File: src/rtl/nand_boot_pkg.sv
package nand_boot_pkg;

  typedef enum logic [3:0] {
    S_START, S_REQ, S_CLR, S_MK0, S_MK1, S_MK2,
    S_COPY, S_DRAIN, S_ADV, S_DONE, S_ERR
  } bootState_t;

  // strobes from control to datapath
  typedef struct packed {
    logic ldStart;
    logic markLo;
    logic markHi;
    logic skipBlock;
    logic copyIssue;
    logic advance;
  } dpStrobe_t;

endpackage

File: src/rtl/nand_boot_datapath.sv
module nand_boot_datapath
  import nand_boot_pkg::*;
#(
  parameter int ADDR_W = 24,
  parameter int PAGE_W = 15,
  parameter int BUF_AW = 13,
  parameter int SMALL_MARK = 5
) (
  input  logic              clk,
  input  logic              rstN,
  input  logic [1:0]        cfgPageSize,
  input  logic [1:0]        cfgBlkPages,
  input  logic              cfgWidePort,
  input  logic [ADDR_W-1:0] cfgFlashOffs,
  input  logic [ADDR_W-1:0] cfgImageBytes,
  input  dpStrobe_t         st,
  output logic [PAGE_W-1:0] pgNum,
  output logic [BUF_AW-1:0] bufAddr,
  input  logic [7:0]        bufData,
  output logic              memWe,
  output logic [ADDR_W-1:0] memAddr,
  output logic [7:0]        memData,
  output logic              markCheck,
  output logic              isBad,
  output logic              copyLast,
  output logic              imageFull,
  output logic              imageEmpty
);

  logic [4:0]        pgShift, blkShift;
  logic [ADDR_W-1:0] pageBytes, blkBytes, blkMask, offsShift, offsNext;
  logic [ADDR_W-1:0] offs, pos;
  logic [ADDR_W:0]   posEnd;
  logic [BUF_AW-1:0] markBase, byteCnt, idxQ;
  logic [1:0]        inBlk;
  logic [7:0]        mark0;
  logic              pend;

  always_comb begin
    case (cfgPageSize)
      2'd0:    pgShift = 5'd9;
      2'd1:    pgShift = 5'd11;
      default: pgShift = 5'd12;
    endcase
  end

  assign blkShift  = pgShift + 5'd5 + {3'b000, cfgBlkPages};
  assign pageBytes = {{(ADDR_W-1){1'b0}}, 1'b1} << pgShift;
  assign blkBytes  = {{(ADDR_W-1){1'b0}}, 1'b1} << blkShift;
  assign blkMask   = blkBytes - 1'b1;
  assign markBase  = pageBytes[BUF_AW-1:0] +
                     ((cfgPageSize == 2'd0) ? BUF_AW'(SMALL_MARK) : '0);
  assign offsShift = offs >> pgShift;
  assign pgNum     = offsShift[PAGE_W-1:0];
  assign offsNext  = offs + pageBytes;
  assign posEnd    = {1'b0, pos} + {1'b0, pageBytes};

  assign markCheck  = (inBlk < 2'd2);
  assign isBad      = cfgWidePort ? ((mark0 != 8'hFF) && (bufData != 8'hFF))
                                  : (mark0 != 8'hFF);
  assign copyLast   = (byteCnt == pageBytes[BUF_AW-1:0] - 1'b1);
  assign imageFull  = (posEnd >= {1'b0, cfgImageBytes});
  assign imageEmpty = (cfgImageBytes == '0);

  always_ff @(posedge clk) begin
    if (!rstN) begin
      offs    <= '0;
      pos     <= '0;
      inBlk   <= '0;
      byteCnt <= '0;
      idxQ    <= '0;
      bufAddr <= '0;
      mark0   <= 8'hFF;
      pend    <= 1'b0;
      memWe   <= 1'b0;
      memAddr <= '0;
      memData <= '0;
    end else begin
      pend  <= st.copyIssue;
      memWe <= pend;
      if (pend) begin
        memData <= bufData;
        memAddr <= pos + ADDR_W'(idxQ);
      end
      if (st.ldStart) begin
        offs    <= cfgFlashOffs;
        pos     <= '0;
        inBlk   <= '0;
        byteCnt <= '0;
      end
      if (st.markLo) bufAddr <= markBase;
      if (st.markHi) begin
        bufAddr <= markBase + 1'b1;
        mark0   <= bufData;
      end
      if (st.copyIssue) begin
        bufAddr <= byteCnt;
        idxQ    <= byteCnt;
        byteCnt <= byteCnt + 1'b1;
      end
      if (st.skipBlock) begin
        offs  <= (offs + blkBytes) & ~blkMask;
        pos   <= pos & ~blkMask;
        inBlk <= '0;
      end
      if (st.advance) begin
        offs    <= offsNext;
        pos     <= posEnd[ADDR_W-1:0];
        byteCnt <= '0;
        if ((offsNext & blkMask) == '0) inBlk <= '0;
        else if (inBlk != 2'd2)         inBlk <= inBlk + 2'd1;
      end
    end
  end


  skip_align_chk: assert property (@(posedge clk) disable iff (!rstN)
    st.skipBlock |=> (((pos & blkMask) == '0) && ((offs & blkMask) == '0)));


  mark_window_chk: assert property (@(posedge clk) disable iff (!rstN)
    st.markLo |-> (inBlk < 2'd2));

endmodule

File: src/rtl/nand_boot_ctrl.sv
module nand_boot_ctrl
  import nand_boot_pkg::*;
(
  input  logic      clk,
  input  logic      rstN,
  input  logic      pgAck,
  input  logic      pgTimeoutErr,
  input  logic      pgEccErr,
  input  logic      markCheck,
  input  logic      isBad,
  input  logic      copyLast,
  input  logic      imageFull,
  input  logic      imageEmpty,
  output dpStrobe_t st,
  output logic      pgReq,
  output logic      pgEvtClr,
  output logic      bootDone,
  output logic      bootError
);

  bootState_t state, stateNext;

  always_comb begin
    stateNext = state;
    st        = '0;
    case (state)
      S_START: begin
        st.ldStart = 1'b1;
        stateNext  = imageEmpty ? S_DONE : S_REQ;
      end
      S_REQ:
        if (pgAck) stateNext = (pgTimeoutErr || pgEccErr) ? S_ERR : S_CLR;
      S_CLR:
        stateNext = markCheck ? S_MK0 : S_COPY;
      S_MK0: begin
        st.markLo = 1'b1;
        stateNext = S_MK1;
      end
      S_MK1: begin
        st.markHi = 1'b1;
        stateNext = S_MK2;
      end
      S_MK2:
        if (isBad) begin
          st.skipBlock = 1'b1;
          stateNext    = S_REQ;
        end else begin
          stateNext = S_COPY;
        end
      S_COPY: begin
        st.copyIssue = 1'b1;
        if (copyLast) stateNext = S_DRAIN;
      end
      S_DRAIN:
        stateNext = S_ADV;
      S_ADV: begin
        st.advance = 1'b1;
        stateNext  = imageFull ? S_DONE : S_REQ;
      end
      default: stateNext = state;
    endcase
  end

  always_ff @(posedge clk) begin
    if (!rstN) state <= S_START;
    else       state <= stateNext;
  end

  assign pgReq     = (state == S_REQ);
  assign pgEvtClr  = (state == S_CLR);
  assign bootDone  = (state == S_DONE);
  assign bootError = (state == S_ERR);


  flag_excl_chk: assert property (@(posedge clk) disable iff (!rstN)
    !(bootDone && bootError));


  err_sticky_chk: assert property (@(posedge clk) disable iff (!rstN)
    bootError |=> (bootError && !pgReq));


  err_on_ack_chk: assert property (@(posedge clk) disable iff (!rstN)
    (pgReq && pgAck && (pgTimeoutErr || pgEccErr)) |=> bootError);


  done_quiet_chk: assert property (@(posedge clk) disable iff (!rstN)
    bootDone |=> (bootDone && !pgReq));


  clr_after_ack_chk: assert property (@(posedge clk) disable iff (!rstN)
    (pgReq && pgAck && !pgTimeoutErr && !pgEccErr) |=> pgEvtClr);

endmodule

File: src/rtl/nand_boot_copier.sv
module nand_boot_copier
  import nand_boot_pkg::*;
#(
  parameter int ADDR_W = 24,
  parameter int BUF_AW = 13,
  localparam int PAGE_W = ADDR_W - 9
) (
  input  logic              clk,
  input  logic              rstN,
  input  logic [1:0]        cfgPageSize,
  input  logic [1:0]        cfgBlkPages,
  input  logic              cfgWidePort,
  input  logic [ADDR_W-1:0] cfgFlashOffs,
  input  logic [ADDR_W-1:0] cfgImageBytes,
  output logic              pgReq,
  output logic [PAGE_W-1:0] pgNum,
  input  logic              pgAck,
  input  logic              pgTimeoutErr,
  input  logic              pgEccErr,
  output logic              pgEvtClr,
  output logic [BUF_AW-1:0] bufAddr,
  input  logic [7:0]        bufData,
  output logic              memWe,
  output logic [ADDR_W-1:0] memAddr,
  output logic [7:0]        memData,
  output logic              bootDone,
  output logic              bootError
);

  dpStrobe_t st;
  logic markCheck, isBad, copyLast, imageFull, imageEmpty;

  nand_boot_ctrl ctrl_i (
    .clk(clk), .rstN(rstN),
    .pgAck(pgAck), .pgTimeoutErr(pgTimeoutErr), .pgEccErr(pgEccErr),
    .markCheck(markCheck), .isBad(isBad), .copyLast(copyLast),
    .imageFull(imageFull), .imageEmpty(imageEmpty),
    .st(st), .pgReq(pgReq), .pgEvtClr(pgEvtClr),
    .bootDone(bootDone), .bootError(bootError)
  );

  nand_boot_datapath #(
    .ADDR_W(ADDR_W), .PAGE_W(PAGE_W), .BUF_AW(BUF_AW)
  ) dp_i (
    .clk(clk), .rstN(rstN),
    .cfgPageSize(cfgPageSize), .cfgBlkPages(cfgBlkPages),
    .cfgWidePort(cfgWidePort), .cfgFlashOffs(cfgFlashOffs),
    .cfgImageBytes(cfgImageBytes), .st(st),
    .pgNum(pgNum), .bufAddr(bufAddr), .bufData(bufData),
    .memWe(memWe), .memAddr(memAddr), .memData(memData),
    .markCheck(markCheck), .isBad(isBad), .copyLast(copyLast),
    .imageFull(imageFull), .imageEmpty(imageEmpty)
  );


  req_hold_chk: assert property (@(posedge clk) disable iff (!rstN)
    (pgReq && !pgAck) |=> (pgReq && $stable(pgNum)));


  no_write_during_req_chk: assert property (@(posedge clk) disable iff (!rstN)
    pgReq |-> !memWe);

endmodule

File: config.mk
export PLATFORM = sky130hd
export DESIGN_NAME = nand_boot_copier
export DESIGN_NICKNAME = d
export VERILOG_FILES = /design/src/rtl/nand_boot_pkg.sv /design/src/rtl/nand_boot_datapath.sv /design/src/rtl/nand_boot_ctrl.sv /design/src/rtl/nand_boot_copier.sv
export SDC_FILE = /design/constraint.sdc
export NUM_CORES = 1
export LEC_CHECK = 0
export BUFFER_PORTS_ARGS = -buffer_cell sky130_fd_sc_hd__buf_2
export CAP_MARGIN = 10
export CORE_MARGIN = 2
export CORE_UTILIZATION = 23
export DETAILED_ROUTE_END_ITERATION = 8
export PLACE_DENSITY = 0.38
export RECOVER_POWER = 100
export SLEW_MARGIN = 0
export SYNTH_ARGS = -nofsm -noshare
export SYNTH_HDL_FRONTEND = slang
export SYNTH_SLANG_ARGS = --single-unit
File: constraint.sdc
create_clock -name clk -period 11 [get_ports clk]
set_input_delay 1.1 -clock clk [delete_from_list [all_inputs] [get_ports clk]]
set_output_delay 1.1 -clock clk [all_outputs]
set_load 0.03 [all_outputs]
==> impl_results.md <==
- Status: finished, violations left
- Failing checks: capacitance limit, slew limit
- FP Rows: 77
- Most frequent cells in the layout: nand2_1 (170), nor2_1 (147), dfxtp_1 (134)
- Die area: 46,350 um2
- DR vias: 10,260
- TritonRoute pass-1 iters: 5
- Ratio of cells with drive above 1 in the final layout: 8.877%
- Cells after synthesis: 1,384
- Post-cts hold buffer count: 0
- Die W: 215.3 um
- Highest-delay cell along the critical path: clkbuf_1
- Synth Flop Type: dfxtp_1
- Setup crit end kind: register
- Critical path arrival: 7.29 ns
- Vias per cell: 4.937
- Crit start category: primary input
- Vias in the first global route: 10,220
- Hold/Removal Path Class: reg -> reg
- Clock network fraction of total power: 25.2%
- Post-route DRC: 0
- Die Y: 215.3 um
- H-tree levels: 4
- DRT Wirelength: 40.21 mm
- First-pass GRT wire length: 62.84 mm
- CP top delay family: buffers and inverters
- Synthesized area: 10,270 um2
- Commonest non-fill, non-tap cell in the layout: nand2_1
- Clock Sinks: 135
- Critical path class: in -> reg
- Diode count: 0
- Leak Pwr: 4.871 nW
- Flops & latches, synth: 135
- Async SR Flop Fraction: 0%
- Total GRT Usage: 17.52%
- CP max stage delay: 0.91 ns
- DP Worst Slack: 5.035 ns
- Max frequency: 143.3 MHz
- Total CTS buffers: 17
- Pint: 0.001218 W
- Final ANT Viol Nets: 0
- Starting Density: 23.27%
- Cell Pwr Density: 190.9 nW/um2
- Root buf cell: clkbuf_16
- Crit-path max FO: 29
- RSZ-0062 raised after global routing: no
- Clock-pin slew on the worst setup and hold paths: 0.07 ns
- P_sw: 0.001060 W
- Multi-input logic area: 7012 um2
- Combinational power share: 44.6%
- Clock Latency Late Sink: 0.45 ns
- FF+latch area: 2704 um2
- Worst slew pin tran: 2.389 ns
- Max-Cap Viols: 3
- GPL Wtd Cong: 0.8857
- Hold Slack: 0.4598 ns
- Dpl cell area: 11,500 um2
- Most used cell, CP: a31oi_1
- Setup_tns: 0 ns
- Total gr overflow: 0
- WP data required: 11.31 ns
- NumNets Final: 1,623
- CTS resizes: 0
- Layout Skew: 0.01347 ns
- Initial antenna violation count: 1
- Placed wire-length estimate: 30.96 mm
- Largest net degree at the start of global routing: 51
- Switch share: 46.55%
- Number of flops mapped to enable cells by yosys: 0
- Buf/Inv on CP: 5
- Final period util: 63.43%
- Worst vdd ir: 95.04 uV
- I/O pin cnt: 131
- Final Max Tran Viols: 101
- Slew HR: -59.24%
- Clock buffer depth: 2
- Area Overhead vs Synth: 16.19%
- Worst path cell trace: buf_2 -> clkbuf_1 -> nor2b_1 -> fa_1 -> inv_1 -> ha_1 -> clkbuf_1 -> clkinv_1 -> nor2_1 -> nand2_1 -> nor2_1 -> ha_1 -> or2_2 -> a31oi_1 -> a21oi_1 -> a31oi_1 -> o211ai_1 -> a31oi_1 -> mux2i_1 -> o311ai_0
- Drt first-iter violations: 662
- Post-CTS setup buffers: 0
- Fill cell count: 5,040
- Final setup violation count: 0
- Final hold violations: 0
- Period minus WS final: 6.977 ns
- CTS tree: yes
- Sequential-to-total area share from yosys stat: 26.32%
- Reg power frac: 30.2%
- Synth cell types: 77
- PortBufs: 130
- Post-route setup slack: 4.023 ns
- DR WL/cell: 19.34 um
- Syn_area_per_cell: 7.420 um2
- Core Area: 44,120 um2
- Yosys warnings: 0
- Final Cell Area: 11,930 um2
-- synthesized netlist by cell type, drive strengths merged (29+ instances only) --
cell	count	share of area, %
ha	78	9.5
clkbuf	67	2.4
inv	55	2.0
nand2	170	6.2
o21ai	89	4.4
mux2i	33	3.2
xnor2	44	3.8
a21o	29	2.1
nor3	43	2.1
dfxtp	135	26
a21oi	127	6.2
nand3	34	1.7
nor2	147	5.4
-- metal layers --
metal | part of all wire, % | routed length, um | vias to the layer above | GRT usage [%]
met2 | 45 | 18070 | 243 | 27.76
met3 | 4.0 | 1595 | 29 | 2.590
met5 | 0.032 | 13 | - | 0
met1 | 50 | 20060 | 4830 | 24.95
met4 | 1.2 | 473 | 2 | 4.000
li1 | - | - | 5160 | -
-- final timing paths --
kind                   start               to  slack (ns)  cells past startpoint
max reg2reg      dp_i.pos[9]  ctrl_i.state[3]        7.07                     16
max           cfgPageSize[0]    dp_i.offs[22]        4.02                     20
min reg2reg  dp_i.bufAddr[6]  dp_i.bufAddr[6]        0.46                      2
min          dp_i.bufAddr[6]  dp_i.bufAddr[6]        0.46                      2
-- metrics by stage --
step | cells | utilization [%] | total power [W]
after floorplan | 1391 | - | 0.001371
after global placement | 2047 | 26.06 | 0.001734
after detailed placement | 2047 | 26.06 | 0.001730
after CTS | 2079 | 27.35 | 0.002318
after global routing | 2079 | 27.04 | 0.002447
final | 2079 | 27.04 | 0.002278
-- sequential cells by signal, indices dropped and copies added (netlist names) --
signal / cells
dp_i.memAddr: 24
dp_i.offs: 24
dp_i.pos: 24
dp_i.bufAddr: 13
dp_i.byteCnt: 13
dp_i.idxQ: 13
dp_i.mark0: 8
dp_i.memData: 8
ctrl_i.state: 4
dp_i.inBlk: 2
dp_i.memWe: 1
dp_i.pend: 1
-- worst register-to-register path, stage by stage (launching register included) --
cell and delay, ns:
dfxtp_1 0.43, inv_1 0.09, fa_1 0.51, and3b_1 0.27, o21a_1 0.13, o21ai_0 0.08
nand2b_1 0.12, a31oi_1 0.27, nor3_1 0.52, xor2_1 0.32, ha_1 0.31, nand2_1 0.09
nor2_1 0.07, nand4_1 0.11, o221ai_1 0.13, a211oi_1 0.26, a31oi_1 0.11
-- power groups by stage --
stage	clock network [W]	logic, W	registers [W]
2_1_floorplan	0	0.000728	0.000643
3_3_place_gp	0	0.00104	0.000698
3_5_place_dp	0	0.00103	0.000699
4_1_cts	0.000594	0.00104	0.000688
5_1_grt	0.000614	0.00113	0.000703
6_report	0.000574	0.00102	0.000689
-- area by class of cell --
cell class                 instances  share of cell area (%)
timing repair buffer             149                   5.789
tap                              592                   6.208
multi-input combinational       1113                   58.77
sequential                       135                   22.66
clock inverter                    14                   1.154
clock buffer                      18                   3.597
inverter                          58                   1.825
-- logic make-up (layout without fill, tap and decap cells) --
| group | after synthesis | in the layout | synth area share (%) |
|---|---|---|---|
| AOI/OAI and AO/OA | 400 | 400 | 25.13 |
| buffers and inverters | 143 | 239 | 5.373 |
| xor gates and xnor gates | 64 | 64 | 5.532 |
| and+or+nand+nor | 524 | 524 | 23.82 |
| other | 1 | 8 | 0.03652 |
| adders and majority gates | 84 | 84 | 10.58 |
| DFF | 135 | 135 | 26.32 |
| muxes | 33 | 33 | 3.217 |
No activity file was read; power rests on OpenSTA's default activity.
